--- src/rtl/ted_pkg.sv ---
`timescale 1ns/1ps
package ted_pkg;
  typedef enum logic [2:0] {K_NONE, K_HEX, K_WR, K_RD, K_BS, K_ENT, K_ESC} key_e;
  typedef enum logic [2:0] {J_ECHO, J_BKSP, J_REDRAW, J_CRLF, J_LOG, J_RDDAT} job_e;

  localparam logic [7:0] CH_CR  = 8'h0D;
  localparam logic [7:0] CH_LF  = 8'h0A;
  localparam logic [7:0] CH_BS  = 8'h08;
  localparam logic [7:0] CH_SP  = 8'h20;
  localparam logic [7:0] CH_DEL = 8'h7F;
  localparam logic [7:0] CH_ESC = 8'h1B;

  function automatic logic [7:0] nib2asc(input logic [3:0] n);
    return (n < 4'd10) ? (8'h30 + {4'h0, n}) : (8'h37 + {4'h0, n});
  endfunction
endpackage

--- src/rtl/ted_key_decode.sv ---
`timescale 1ns/1ps
module ted_key_decode
  import ted_pkg::*;
(
  input  logic [7:0] char_i,
  output key_e       key_o,
  output logic [3:0] nib_o
);
  always_comb begin
    key_o = K_NONE;
    nib_o = '0;
    if (char_i >= 8'h30 && char_i <= 8'h39) begin
      key_o = K_HEX;
      nib_o = char_i[3:0];
    end else if ((char_i >= 8'h41 && char_i <= 8'h46) ||
                 (char_i >= 8'h61 && char_i <= 8'h66)) begin
      key_o = K_HEX;
      nib_o = char_i[3:0] + 4'd9;
    end else begin
      case (char_i)
        8'h57, 8'h77:  key_o = K_WR;
        8'h52, 8'h72:  key_o = K_RD;
        CH_BS, CH_DEL: key_o = K_BS;
        CH_CR:         key_o = K_ENT;
        CH_ESC:        key_o = K_ESC;
        default:       key_o = K_NONE;
      endcase
    end
  end
endmodule

--- src/rtl/ted_line_buf.sv ---
`timescale 1ns/1ps
module ted_line_buf #(
  parameter int DEV_W = 8,
  parameter int REG_W = 8,
  parameter int DAT_W = 8,
  localparam int LINE_W = DEV_W + REG_W + DAT_W,
  localparam int LINE_N = LINE_W / 4,
  localparam int CW     = $clog2(LINE_N + 1),
  localparam int RW_POS = REG_W + DAT_W
) (
  input  logic              clk_i,
  input  logic              rst_ni,
  input  logic              load_i,
  input  logic [LINE_W-1:0] load_val_i,
  input  logic              push_i,
  input  logic [3:0]        nib_i,
  input  logic              pop_i,
  input  logic              set_rw_i,
  input  logic              rw_val_i,
  input  logic              clear_i,
  output logic [LINE_W-1:0] line_o,
  output logic [CW-1:0]     cnt_o,
  output logic              full_o
);
  logic [LINE_W-1:0] line_q;
  logic [CW-1:0]     cnt_q;

  always_ff @(posedge clk_i or negedge rst_ni) begin
    if (!rst_ni) begin
      line_q <= '0;
      cnt_q  <= '0;
    end else if (load_i) begin
      line_q <= load_val_i;
      cnt_q  <= CW'(LINE_N);
    end else if (clear_i) begin
      cnt_q <= '0;
    end else if (push_i && !full_o) begin
      for (int k = 0; k < LINE_N; k++)
        if (cnt_q == CW'(k)) line_q[LINE_W-1-4*k -: 4] <= nib_i;
      cnt_q <= cnt_q + CW'(1);
    end else if (pop_i && cnt_q != '0) begin
      cnt_q <= cnt_q - CW'(1);
    end else if (set_rw_i) begin
      line_q[RW_POS] <= rw_val_i;
    end
  end

  assign line_o = line_q;
  assign cnt_o  = cnt_q;
  assign full_o = (cnt_q == CW'(LINE_N));
endmodule

--- src/rtl/ted_tx_fmt.sv ---
`timescale 1ns/1ps
module ted_tx_fmt
  import ted_pkg::*;
#(
  parameter int LINE_N = 6,
  parameter int DAT_W  = 8,
  localparam int LINE_W = LINE_N * 4,
  localparam int RD_N   = DAT_W / 4,
  localparam int CW     = $clog2(LINE_N + 1),
  localparam int IW     = $clog2(LINE_N + 3)
) (
  input  logic              clk_i,
  input  logic              rst_ni,
  input  logic              start_i,
  input  job_e              job_i,
  input  logic [LINE_W-1:0] line_i,
  input  logic [CW-1:0]     cnt_i,
  input  logic [7:0]        echo_i,
  input  logic [DAT_W-1:0]  rd_i,
  input  logic              tx_ready_i,
  output logic              tx_valid_o,
  output logic [7:0]        tx_data_o,
  output logic              busy_o
);
  logic          busy_q;
  job_e          job_q;
  logic [IW-1:0] idx_q;
  logic [IW-1:0] len;

  function automatic logic [3:0] line_nib(input logic [IW-1:0] k);
    logic [3:0] n = '0;
    for (int i = 0; i < LINE_N; i++)
      if (k == IW'(i)) n = line_i[LINE_W-1-4*i -: 4];
    return n;
  endfunction

  function automatic logic [3:0] rd_nib(input logic [IW-1:0] k);
    logic [3:0] n = '0;
    for (int i = 0; i < RD_N; i++)
      if (k == IW'(i)) n = rd_i[DAT_W-1-4*i -: 4];
    return n;
  endfunction

  always_comb begin
    case (job_q)
      J_ECHO:   len = IW'(1);
      J_BKSP:   len = IW'(3);
      J_REDRAW: len = IW'(cnt_i) + IW'(1);
      J_CRLF:   len = IW'(2);
      J_LOG:    len = IW'(LINE_N + 2);
      default:  len = IW'(RD_N + 2);
    endcase
  end

  always_comb begin
    case (job_q)
      J_ECHO:   tx_data_o = echo_i;
      J_BKSP:   tx_data_o = (idx_q == IW'(1)) ? CH_SP : CH_BS;
      J_REDRAW: tx_data_o = (idx_q == '0) ? CH_CR : nib2asc(line_nib(idx_q - IW'(1)));
      J_CRLF:   tx_data_o = (idx_q == '0) ? CH_CR : CH_LF;
      J_LOG:    tx_data_o = (idx_q < IW'(LINE_N)) ? nib2asc(line_nib(idx_q)) :
                            (idx_q == IW'(LINE_N)) ? CH_CR : CH_LF;
      default:  tx_data_o = (idx_q < IW'(RD_N)) ? nib2asc(rd_nib(idx_q)) :
                            (idx_q == IW'(RD_N)) ? CH_CR : CH_LF;
    endcase
  end

  always_ff @(posedge clk_i or negedge rst_ni) begin
    if (!rst_ni) begin
      busy_q <= 1'b0;
      job_q  <= J_CRLF;
      idx_q  <= '0;
    end else if (start_i) begin
      busy_q <= 1'b1;
      job_q  <= job_i;
      idx_q  <= '0;
    end else if (busy_q && tx_ready_i) begin
      if (idx_q == len - IW'(1)) busy_q <= 1'b0;
      else                        idx_q  <= idx_q + IW'(1);
    end
  end

  assign tx_valid_o = busy_q;
  assign busy_o     = busy_q;
endmodule

--- src/rtl/ted_term_editor.sv ---
`timescale 1ns/1ps
module ted_term_editor
  import ted_pkg::*;
#(
  parameter int DEV_W = 8,
  parameter int REG_W = 8,
  parameter int DAT_W = 8
) (
  input  logic             clk_i,
  input  logic             rst_ni,
  input  logic             rx_valid_i,
  input  logic [7:0]       rx_data_i,
  output logic             rx_ready_o,
  input  logic             log_valid_i,
  input  logic [DEV_W-1:0] log_dev_i,
  input  logic [REG_W-1:0] log_reg_i,
  input  logic [DAT_W-1:0] log_dat_i,
  output logic             log_ready_o,
  input  logic             rd_valid_i,
  input  logic [DAT_W-1:0] rd_data_i,
  output logic             rd_ready_o,
  output logic             tx_valid_o,
  output logic [7:0]       tx_data_o,
  input  logic             tx_ready_i,
  output logic             cmd_valid_o,
  output logic [DEV_W-1:0] cmd_dev_o,
  output logic [REG_W-1:0] cmd_reg_o,
  output logic [DAT_W-1:0] cmd_dat_o,
  output logic             cmd_read_o,
  input  logic             cmd_ready_i,
  output logic             reinit_o
);
  localparam int LINE_W = DEV_W + REG_W + DAT_W;
  localparam int LINE_N = LINE_W / 4;
  localparam int CW     = $clog2(LINE_N + 1);

  typedef enum logic {S_IDLE, S_CMD} st_e;

  st_e               state_q, state_d;
  logic              fmt_busy;
  logic              idle_free;
  logic              rx_acc, log_acc, rd_acc;
  key_e              key;
  logic [3:0]        key_nib;
  logic [LINE_W-1:0] line;
  logic [CW-1:0]     line_cnt;
  logic              line_full;
  logic              lb_load, lb_push, lb_pop, lb_set_rw, lb_rw_val, lb_clear;
  logic              fmt_start;
  job_e              fmt_job;
  logic              esc_hit;
  logic              reinit_q;
  logic [7:0]        echo_q;
  logic [DAT_W-1:0]  rd_q;

  ted_key_decode i_dec (
    .char_i (rx_data_i),
    .key_o  (key),
    .nib_o  (key_nib)
  );

  ted_line_buf #(.DEV_W(DEV_W), .REG_W(REG_W), .DAT_W(DAT_W)) i_line (
    .clk_i      (clk_i),
    .rst_ni     (rst_ni),
    .load_i     (lb_load),
    .load_val_i ({log_dev_i, log_reg_i, log_dat_i}),
    .push_i     (lb_push),
    .nib_i      (key_nib),
    .pop_i      (lb_pop),
    .set_rw_i   (lb_set_rw),
    .rw_val_i   (lb_rw_val),
    .clear_i    (lb_clear),
    .line_o     (line),
    .cnt_o      (line_cnt),
    .full_o     (line_full)
  );

  ted_tx_fmt #(.LINE_N(LINE_N), .DAT_W(DAT_W)) i_fmt (
    .clk_i      (clk_i),
    .rst_ni     (rst_ni),
    .start_i    (fmt_start),
    .job_i      (fmt_job),
    .line_i     (line),
    .cnt_i      (line_cnt),
    .echo_i     (echo_q),
    .rd_i       (rd_q),
    .tx_ready_i (tx_ready_i),
    .tx_valid_o (tx_valid_o),
    .tx_data_o  (tx_data_o),
    .busy_o     (fmt_busy)
  );

  // fixed acceptance order: read data, log, keystroke
  assign idle_free   = (state_q == S_IDLE) && !fmt_busy;
  assign rd_ready_o  = idle_free;
  assign log_ready_o = idle_free && !rd_valid_i;
  assign rx_ready_o  = idle_free && !rd_valid_i && !log_valid_i;
  assign rd_acc      = rd_valid_i && rd_ready_o;
  assign log_acc     = log_valid_i && log_ready_o;
  assign rx_acc      = rx_valid_i && rx_ready_o;

  always_comb begin
    state_d   = state_q;
    lb_load   = 1'b0;
    lb_push   = 1'b0;
    lb_pop    = 1'b0;
    lb_set_rw = 1'b0;
    lb_rw_val = 1'b0;
    lb_clear  = 1'b0;
    fmt_start = 1'b0;
    fmt_job   = J_CRLF;
    esc_hit   = 1'b0;
    if (state_q == S_CMD) begin
      if (cmd_ready_i) begin
        fmt_start = 1'b1;
        state_d   = S_IDLE;
      end
    end else if (rd_acc) begin
      fmt_start = 1'b1;
      fmt_job   = J_RDDAT;
    end else if (log_acc) begin
      lb_load   = 1'b1;
      fmt_start = 1'b1;
      fmt_job   = J_LOG;
    end else if (rx_acc) begin
      case (key)
        K_HEX: if (!line_full) begin
          lb_push   = 1'b1;
          fmt_start = 1'b1;
          fmt_job   = J_ECHO;
        end
        K_WR, K_RD: begin
          lb_set_rw = 1'b1;
          lb_rw_val = (key == K_RD);
          fmt_start = 1'b1;
          fmt_job   = J_REDRAW;
        end
        K_BS: if (line_cnt != '0) begin
          lb_pop    = 1'b1;
          fmt_start = 1'b1;
          fmt_job   = J_BKSP;
        end
        K_ENT: if (line_full) state_d = S_CMD;
        K_ESC: begin
          lb_clear  = 1'b1;
          esc_hit   = 1'b1;
          fmt_start = 1'b1;
        end
        default: ;
      endcase
    end
  end

  always_ff @(posedge clk_i or negedge rst_ni) begin
    if (!rst_ni) begin
      state_q  <= S_IDLE;
      reinit_q <= 1'b0;
      echo_q   <= '0;
      rd_q     <= '0;
    end else begin
      state_q  <= state_d;
      reinit_q <= esc_hit;
      if (lb_push) echo_q <= nib2asc(key_nib);
      if (rd_acc)  rd_q   <= rd_data_i;
    end
  end

  assign cmd_valid_o = (state_q == S_CMD);
  assign cmd_dev_o   = line[LINE_W-1 -: DEV_W];
  assign cmd_reg_o   = line[REG_W+DAT_W-1 -: REG_W];
  assign cmd_dat_o   = line[DAT_W-1:0];
  assign cmd_read_o  = line[REG_W+DAT_W];
  assign reinit_o    = reinit_q;
endmodule

--- config.mk ---
export PLATFORM = sky130hd
export DESIGN_NAME = ted_term_editor
export DESIGN_NICKNAME = d
export VERILOG_FILES = /design/src/rtl/ted_pkg.sv /design/src/rtl/ted_key_decode.sv /design/src/rtl/ted_line_buf.sv /design/src/rtl/ted_tx_fmt.sv /design/src/rtl/ted_term_editor.sv
export SDC_FILE = /design/constraint.sdc
export NUM_CORES = 1
export LEC_CHECK = 0
export ABC_CLOCK_PERIOD_IN_PS = 10580
export BUFFER_PORTS_ARGS = -buffer_cell sky130_fd_sc_hd__buf_4
export CAP_MARGIN = 20
export CORE_UTILIZATION = 50
export DETAILED_ROUTE_END_ITERATION = 16
export PLACE_DENSITY = 0.84
export SYNTH_ARGS = -nofsm -noshare
export SYNTH_HDL_FRONTEND = slang
export SYNTH_SLANG_ARGS = --single-unit
--- constraint.sdc ---
create_clock -name clk_i -period 10.58 [get_ports clk_i]
set_input_delay 1.058 -clock clk_i [delete_from_list [all_inputs] [get_ports clk_i]]
set_output_delay 1.058 -clock clk_i [all_outputs]
set_load 0.05 [all_outputs]
### Word-level counts from Yosys, hierarchy flattened

Index checks and enable logic that the tools add are counted.

| word-level totals | value |
|---|---|
| flip-flop bits (word level) | 53 |
| input bits | 47 |
| output and inout port bits | 39 |
| logic and storage cells | 239 |

| cells by class | value |
|---|---|
| add/sub/neg operators | 15 |
| order comparisons | 12 |
| equality and inequality tests | 40 |
| multiplexer cells | 108 |
| bitwise gates (word level) | 1 |
| reduce and logical (&&, ||, !) cells | 48 |

Operators by type and width:

| cell | number |
|---|---|
| 4-bit 2-to-1 mux | 28 |
| 6-bit by 4-bit adder with 7-bit output (first input constant) | 8 |
| 1-bit 2-to-1 mux | 48 |
| 24-bit 2-to-1 mux | 2 |
| 8-bit 2-to-1 mux | 6 |
| 8-bit by 7-bit equality test with 1-bit output (second input constant) | 5 |
| 8-bit case mux with 5 select lines | 1 |
| 3-bit 2-to-1 mux | 12 |
| 3-bit equality test (second input constant) | 7 |
| 4-bit by 3-bit equality test with 1-bit output (second input constant) | 5 |
| 4-bit case mux with 5 select lines | 1 |
| 3-bit by 2-bit equality test with 1-bit output (second input constant) | 6 |
| 3-bit AND reduction | 6 |
| 2-bit nonzero test | 9 |
| 4-bit by 2-bit equality test with 1-bit output (second input constant) | 4 |
| 8-bit by 4-bit equality test with 1-bit output (second input constant) | 2 |
| 8-bit by 7-bit >= comparator with 1-bit output (second input constant) | 2 |
| 8-bit by 7-bit <= comparator with 1-bit output (second input constant) | 2 |
| 4-bit < comparator (second input constant) | 4 |
| 16-bit 2-to-1 mux | 1 |
| 3-bit case mux with 5 select lines | 1 |
| 7-bit 2-to-1 mux | 2 |
| 1-bit logical AND | 12 |
| 3-bit by 1-bit equality test with 1-bit output (second input constant) | 3 |
| 33 further kinds | 47 |

### Depth between registers and ports, before layout

Gate-level depths: netlist of the first run.

| depth | value |
|---|---|
| depth after elaboration | 17 |
| depth in mapped cells | 14 |
| mapped depth without buffers | 11 |

### Hierarchy

From an unflattened synthesis of the first run, not the netlist that was laid out.

| unflattened totals | value |
|---|---|
| cell total of the unflattened synthesis | 553 |
| area total of the unflattened synthesis | 4669.5 um^2 |

Modules (own cells, without submodules):

| module | instances | cells an instance | area an instance (um^2) | sequential area each (um^2) |
|---|---|---|---|---|
| ted_tx_fmt | 1 | 277 | 2028.2 | 202.7 |
| ted_line_buf | 1 | 150 | 1383.8 | 675.6 |
| ted_term_editor | 1 | 86 | 927.1 | 425.4 |
| ted_key_decode | 1 | 40 | 330.3 | 0.0 |

### Worst setup path after synthesis of the first run

No wires, ideal clock.

| timing | value |
|---|---|
| kind | register to output |
| from | register i_fmt.idx_q[1] |
| to | output tx_data_o[2] |
| arrival | 4210 ps |
| data required time | 9522 ps |
| path slack | 5312 ps |
| stages on the path, launching flop included | 15 |
| path buffers | 3 |
| cells stage by stage | dfrtp_1 -> clkbuf_1 -> inv_1 -> ha_1 -> buf_2 -> clkbuf_1 -> nor2_1 -> a21oi_1 -> o21ai_0 -> ha_1 -> inv_1 -> or4b_1 -> o211a_1 -> o21a_1 -> a311oi_1 |

| between the ends | value |
|---|---|
| cells in the longest elaborated chain, start to end | 13 |
| elaborated cells between the ends (all ways) | 52 |
| classes of those cells | add/sub: 7; order compare: 5; eq/ne: 11; mux: 27; reduce/logical: 2 |

RTL lines:

| what | RTL line | source |
|---|---|---|
| start: declaration | ted_tx_fmt.sv:27 | `logic [IW-1:0] idx_q;` |
| start signal: assignment | ted_tx_fmt.sv:79 | `else idx_q <= idx_q + IW'(1);` |
| 4-bit by 1-bit subtractor with 4-bit output | ted_tx_fmt.sv:59 | `J_REDRAW: tx_data_o = (idx_q == '0) ? CH_CR : nib2asc(line_nib(idx_q - IW'(1)));` |
| 4-bit zero test | ted_tx_fmt.sv:33 | `if (k == IW'(i)) n = line_i[LINE_W-1-4*i -: 4];` |
| 4-bit 2-to-1 mux (6 in series) | ted_tx_fmt.sv:33 |  |
| 4-bit 2-to-1 mux | ted_tx_fmt.sv:56 | `case (job_q)` |
| 6-bit by 4-bit adder with 7-bit output / 4-bit < comparator (equally long branches) | ted_pkg.sv:14 | `return (n < 4'd10) ? (8'h30 + {4'h0, n}) : (8'h37 + {4'h0, n});` |
| 8-bit 2-to-1 mux | ted_pkg.sv:14 |  |
| 8-bit 2-to-1 mux | ted_tx_fmt.sv:59 |  |
| 8-bit case mux with 5 select lines (*) | ted_tx_fmt.sv:56 |  |
| end: declaration | ted_term_editor.sv:23 | `output logic [7:0] tx_data_o,` |

Every way passes the cells marked *; elsewhere a longest branch is shown, timed or not. The select of a mux whose other input is x is not followed.

### Worst setup path after layout of the first run

Same ends and word-level chain as after synthesis.

==> impl_metrics.tcl, run 1 <==
set metrics [dict create \
    post_cts_buffers 0 \
    cts_buffers 5 \
    max-vdd-ir-drop_v 0.000199 \
    synthAdderAreaFrac 0.0661 \
    firstDrtPassIters 5 \
    initial_core_util 0.524 \
    ioPinCount 86 \
    route.detailed.wl_per_inst_um 17.7 \
    mostFrequentLayoutCells "buf_4 (84), nand2_1 (67), o21ai_0 (66), dfrtp_1 (50), a21oi_1 (40)" \
    core.rowCount 33 \
    hold_path_class "reg -> reg" \
    synth_compound_area_frac 0.282 \
    post_synth_xor_area_fraction 0.0242 \
    cts_sinks 52 \
    insertedDiodeCount 0 \
    worst_slew_pin_slew_ns 0.959 \
    setup_viol 0 \
    grt_max_degree 53 \
    drc 0 \
    dp_cells 708 \
    die_area_um2 9080 \
    clk_path_buf_depth 2 \
    clock-root-buffer "clkbuf_8" \
    grt-ovfl-total 0 \
    critPathArrivalTime_ns 4.08 \
    path_cells "inv_1, ha_1, nand3b_1, a311oi_2, o22ai_2, ha_1, inv_1, or4b_1, o211a_1, o211a_1, a311oi_1, buf_4" \
    worstSkewPairLatency_ns 0.31 \
    startpoint_type "register" \
    synth_ff_type "dfrtp_1" \
    max_stage_delay_ns 0.65 \
    tritoncts "built" \
    dpl_cell_area_um2 4990 \
    synth_top_family_by_area "compound AO/OA/AOI/OAI gates" \
    ff2ff_setup_slack_ns 7.79 \
    cts_hold_buf 0 \
    yosysSeqAreaShare 0.300 \
    grtUsageTotal 0.299 \
    syn_nets 617 \
    vias_per_cell 6.25 \
    rr_worst_depth 6 \
    syn-cell-area_um2 4350 \
    cap_violations 0 \
    drtIter0Drc 299 \
    gp_congestion 0.941 \
    antenna_found_initial 0 \
    grt_pass1_wl_um 21000 \
    worstReg2RegEnd "i_line.line_o[5]" \
    cp_top_family "compound AO/OA/AOI/OAI gates" \
    die_x_um 95.3 \
    portBuffers 84 \
    num_vias 4473 \
    ys_async_sr_fraction 1.00 \
    synthMuxAreaShare 0.0397 \
    yosysWarnings 0 \
    syn_to_final_growth_pct 16.9 \
    whs_ns 0.521 \
    fin_tns_setup_ns 0 \
    finalClockSkew_ns 0.0151 \
    finalMaxSlewViolations 0 \
    status "finished clean" \
    holdPathStages 1 \
    cp.required_ns 9.52 \
    synthCells 547 \
    dp_hpwl_um 9770 \
    final_area_um2 5080 \
    synth.distinct_cells 68 \
    final_common_cell "buf_4" \
    worstHoldStart "rd_q[2]" \
    layout.cells.non_filler 716 \
    pre_cts_slack_ns 5.82 \
    htreeDepth 2 \
    power_density_nw_per_um2 302 \
    crit_path_top_delay_cell "ha_1" \
    fin_crit_sh 0.486 \
    synth_area_leader_cell "dfrtp_1" \
    routed_wl_um 12700 \
    synthTopCellsByArea "dfrtp_1 (29%), o21ai_0 (7.6%), ha_1 (6.6%)" \
    ant_nets 0 \
    leakage_nw 2.19 \
    nets 680 \
    core-area_um2 8300 \
    yosys.area_share.simple 0.235 \
    die_y_um 95.3 \
    setup_slack_ns 5.44 \
    synth_top_area_share 0.288 \
    fmax_mhz 194 \
    post-route-min-period_ns 5.14 \
    grt_pass1_vias 4246 \
    worstSetupEndpointType "primary output" \
    holdPathEnd "rd_q[2]" \
    synth_edf_count 0 \
    critPathKind "reg -> out" \
    ys_seq_elements 52 \
    crit_fanout 24 \
    syn_area_per_cell_um2 7.95 \
    reg2reg_from "i_fmt.busy_o" \
    rsz0062_at_grt "false" \
    final_layout_size_suffix_gt1_frac 0.190 \
    slew_headroom 0.360 \
    cts.repair.resized 0 \
    hold_violations 0 \
    clk_pin_slew_ns 0.10 \
    cp_num_buf_inv 3 \
]
report_power, final:
part	total, mW	internal, mW	switching, mW
sequential	0.391	0.267	0.124
combinational	1.02	0.366	0.657
clock	0.120	0.0487	0.0713
total	1.53	0.682	0.852
routing by layer:
layer  wire (um)  vias up  track usage
li1            -     2126            -
met1        5620     2127        0.414
met2        5690      187        0.473
met3         975       33       0.0447
met4         378        0        0.104
met5           0        -            0
cell usage after synthesis, types with 9 or more instances:
| master | instances |
|---|---|
| nand3b_1 | 10 |
| nor2b_1 | 12 |
| a21oi_1 | 40 |
| ha_1 | 23 |
| dfrtp_1 | 50 |
| nand3_1 | 12 |
| a21o_1 | 9 |
| mux2_2 | 10 |
| clkbuf_1 | 19 |
| inv_1 | 27 |
| nor2_1 | 32 |
| nand2_1 | 67 |
| xnor2_1 | 11 |
| o21ai_0 | 66 |
| a31oi_1 | 10 |
metrics by stage:
| step | util | power (mW) |
|---|---|---|
| floorplan | - | 1.11 |
| global placement | 0.601 | 1.38 |
| detailed placement | 0.601 | 1.40 |
| CTS | 0.613 | 1.52 |
| global route | 0.613 | 1.64 |
| finish | 0.613 | 1.53 |
cells by family (layout without fill, tap and decap cells):
logic type / after synthesis / count (layout)
and+or+nand+nor: 196 / 196
AOI/OAI and AO/OA: 192 / 192
buffers and inverters: 55 / 119
DFF: 52 / 52
adders and majority gates: 23 / 23
muxes: 16 / 16
xor gates and xnor gates: 12 / 12
other: 1 / 1
flip-flops by register name (all words and copies together), names as in the netlist:
| register | cells |
|---|---|
| i_fmt.idx_q | 4 |
| cmd_valid_o | 1 |
| i_fmt.busy_o | 1 |
| i_line.line_o | 24 |
| reinit_o | 1 |
| rd_q | 8 |
| i_line.cnt_o | 3 |
| echo_q | 7 |
| i_fmt.job_q | 3 |
worst register-to-register path: stages, from the launching register on:
cell,delay [ns]
dfrtp_1,0.47
nor4_1,0.46
nand2_1,0.21
nor2_2,0.79
a31oi_1,0.47
nand2_1,0.16
o21ai_0,0.10
worst max path at each step:
stage / start / end / slack [ns] / depth (start not counted)
final: i_fmt.idx_q[1] / tx_data_o[2] / 5.44 / 12
after global routing: i_fmt.idx_q[1] / tx_data_o[2] / 5.17 / 12
after CTS: i_fmt.idx_q[1] / tx_data_o[2] / 5.47 / 12
after detailed placement: i_fmt.idx_q[1] / tx_data_o[2] / 5.82 / 12
after global placement: i_fmt.idx_q[1] / tx_data_o[2] / 5.98 / 12
after floorplan: i_fmt.idx_q[1] / tx_data_o[2] / 5.31 / 14
final cells by class:
type                    instances  area, um^2
clock buffers                   5        68.8
clock inverters                 3        27.5
fillers                       739        3220
inverters                      27         101
multi-input cells             440        2820
flip-flops and latches         52        1300
well taps                     105         131
repair buffers                 84         631
Note: power is estimated with default switching activity, not from simulation.
==> run 2, diff against run 1 <==
--- a/config.mk
+++ b/config.mk
@@ -5,12 +5,12 @@
 export SDC_FILE = /design/constraint.sdc
 export NUM_CORES = 1
 export LEC_CHECK = 0
-export ABC_CLOCK_PERIOD_IN_PS = 10580
+export ABC_CLOCK_PERIOD_IN_PS = 4300
 export BUFFER_PORTS_ARGS = -buffer_cell sky130_fd_sc_hd__buf_4
 export CAP_MARGIN = 20
 export CORE_UTILIZATION = 50
 export DETAILED_ROUTE_END_ITERATION = 16
-export PLACE_DENSITY = 0.84
+export PLACE_DENSITY = 0.87
 export SYNTH_ARGS = -nofsm -noshare
 export SYNTH_HDL_FRONTEND = slang
 export SYNTH_SLANG_ARGS = --single-unit
==> constraint.sdc (replaced) <==
create_clock -name clk_i -period 4.3 [get_ports clk_i]
set_input_delay 0.43 -clock clk_i [delete_from_list [all_inputs] [get_ports clk_i]]
set_output_delay 0.43 -clock clk_i [all_outputs]
set_load 0.05 [all_outputs]
==> impl_metrics.tcl, run 2 (synthesis gave the netlist of run 1 again) <==
set metrics [dict create \
    hold_path_class "in -> async" \
    vias_per_cell 6.31 \
    insertedDiodeCount 0 \
    critPathKind "reg -> out" \
    ioPinCount 86 \
    finalClockSkew_ns 0.0152 \
    cts.repair.resized 0 \
    fmax_mhz 245 \
    fin_crit_sh 0.948 \
    regArea_um2 1310 \
    worst_slew_pin_slew_ns 0.748 \
    drc 0 \
    dp_cells 712 \
    multi_input_area_um2 2830 \
    htreeDepth 2 \
    worstSetupEndpointType "primary output" \
    antenna_found_initial 0 \
    max-vdd-ir-drop_v 0.000409 \
    cp.required_ns 3.87 \
    rsz0062_at_grt "false" \
    whs_ns 0.123 \
    cap_violations 0 \
    core.rowCount 33 \
    final_common_cell "buf_4" \
    route.detailed.wl_per_inst_um 17.8 \
    grt_pass1_wl_um 20500 \
    core-area_um2 8300 \
    hold_violations 0 \
    syn_to_final_growth_pct 17.7 \
    fin_tns_setup_ns 0 \
    grtUsageTotal 0.291 \
    critPathArrivalTime_ns 3.65 \
    leakage_nw 2.21 \
    finalMaxSlewViolations 0 \
    final_area_um2 5120 \
    nets 684 \
    num_vias 4544 \
    cts_hold_buf 0 \
    largest_reg_flops 24 \
    fill_cells 722 \
    cts_buffers 5 \
    post_cts_buffers 0 \
    power_density_nw_per_um2 741 \
    crit_fanout 19 \
    grt-ovfl-total 0 \
    drtIter0Drc 243 \
    firstDrtPassIters 6 \
    grt_max_degree 53 \
    portBuffers 84 \
    clk_path_buf_depth 2 \
    dp_hpwl_um 9940 \
    initial_core_util 0.524 \
    die_x_um 95.3 \
    dpl_cell_area_um2 5020 \
    tritoncts "built" \
    mostFrequentLayoutCells "buf_4 (88), nand2_1 (67), o21ai_0 (65), dfrtp_1 (48), a21oi_1 (40)" \
    post-route-min-period_ns 4.08 \
    cts_sinks 52 \
    die_area_um2 9080 \
    setup_viol 0 \
    finalCoreUtilization 0.617 \
    final_layout_size_suffix_gt1_frac 0.203 \
    startpoint_type "register" \
    grt_pass1_vias 4251 \
    gp_congestion 0.977 \
    layout.cells.non_filler 720 \
    clk_pin_slew_ns 0.10 \
    die_y_um 95.3 \
    status "finished clean" \
    slew_headroom 0.499 \
    clock-root-buffer "clkbuf_8" \
    routed_wl_um 12800 \
    ant_nets 0 \
    worstSkewPairLatency_ns 0.31 \
]
-- run 2: cell types whose count changed in the layout (fill, tap and decap cells not counted), sizes merged --
cell  delta
buf      +4
-- run 2: layout make-up --
cell class                 instances  area share
clock buffer                       5      0.0134
clock inverter                     3     0.00415
inverter                          27      0.0198
multi-input combinational        440       0.553
sequential                        52       0.255
tap                              105      0.0257
timing repair buffer              88       0.129
-- run 2: worst paths after layout --
kind / cells past startpoint / to / slack (ns) / from
max reg2reg: 7 / i_line.line_o[5] / 1.79 / i_line.cnt_o[0]
max in group asynchronous: 1 / i_fmt.idx_q[0] / 3.71 / rst_ni
min in group clk_i: 2 / i_line.line_o[9] / 0.31 / log_reg_i[1]
max: 11 / tx_data_o[2] / 0.22 / i_fmt.idx_q[1]
min reg2reg: 1 / echo_q[4] / 0.52 / echo_q[4]
min: 1 / i_line.line_o[22] / 0.12 / rst_ni
-- run 2: routing by layer --
layer | wire length, um | up-vias | track usage
met5 | 0 | - | 0
met4 | 349 | 0 | 0.0985
met3 | 1140 | 34 | 0.0335
met2 | 5970 | 227 | 0.470
met1 | 5350 | 2148 | 0.403
li1 | - | 2135 | -
-- run 2: metrics by stage --
step / setup WS [ns] / total power, mW
after detailed placement: 0.378 / 3.46
after CTS: 0.0265 / 3.75
after global routing: 0.0183 / 4.04
after global placement: 0.580 / 3.40
final: 0.224 / 3.79
after floorplan: 0.152 / 2.75
-- run 2: worst max-delay path, stage by stage, from the launching register on --
cell	delay, ns
dfrtp_2	0.55
ha_1	0.56
or3_4	0.23
a311oi_2	0.05
o22ai_2	0.30
ha_1	0.22
inv_1	0.05
or4b_1	0.52
o211a_1	0.16
o211a_1	0.22
a311oi_2	0.24
buf_4	0.24
-- run 2: power breakdown --
group / leakage (nW) / switching, mW / total, mW / internal [mW]
Combinational: 1.51 / 1.63 / 2.55 / 0.923
Clock: 0.0445 / 0.168 / 0.284 / 0.116
Sequential: 0.650 / 0.297 / 0.956 / 0.659
Total: 2.21 / 2.10 / 3.79 / 1.70
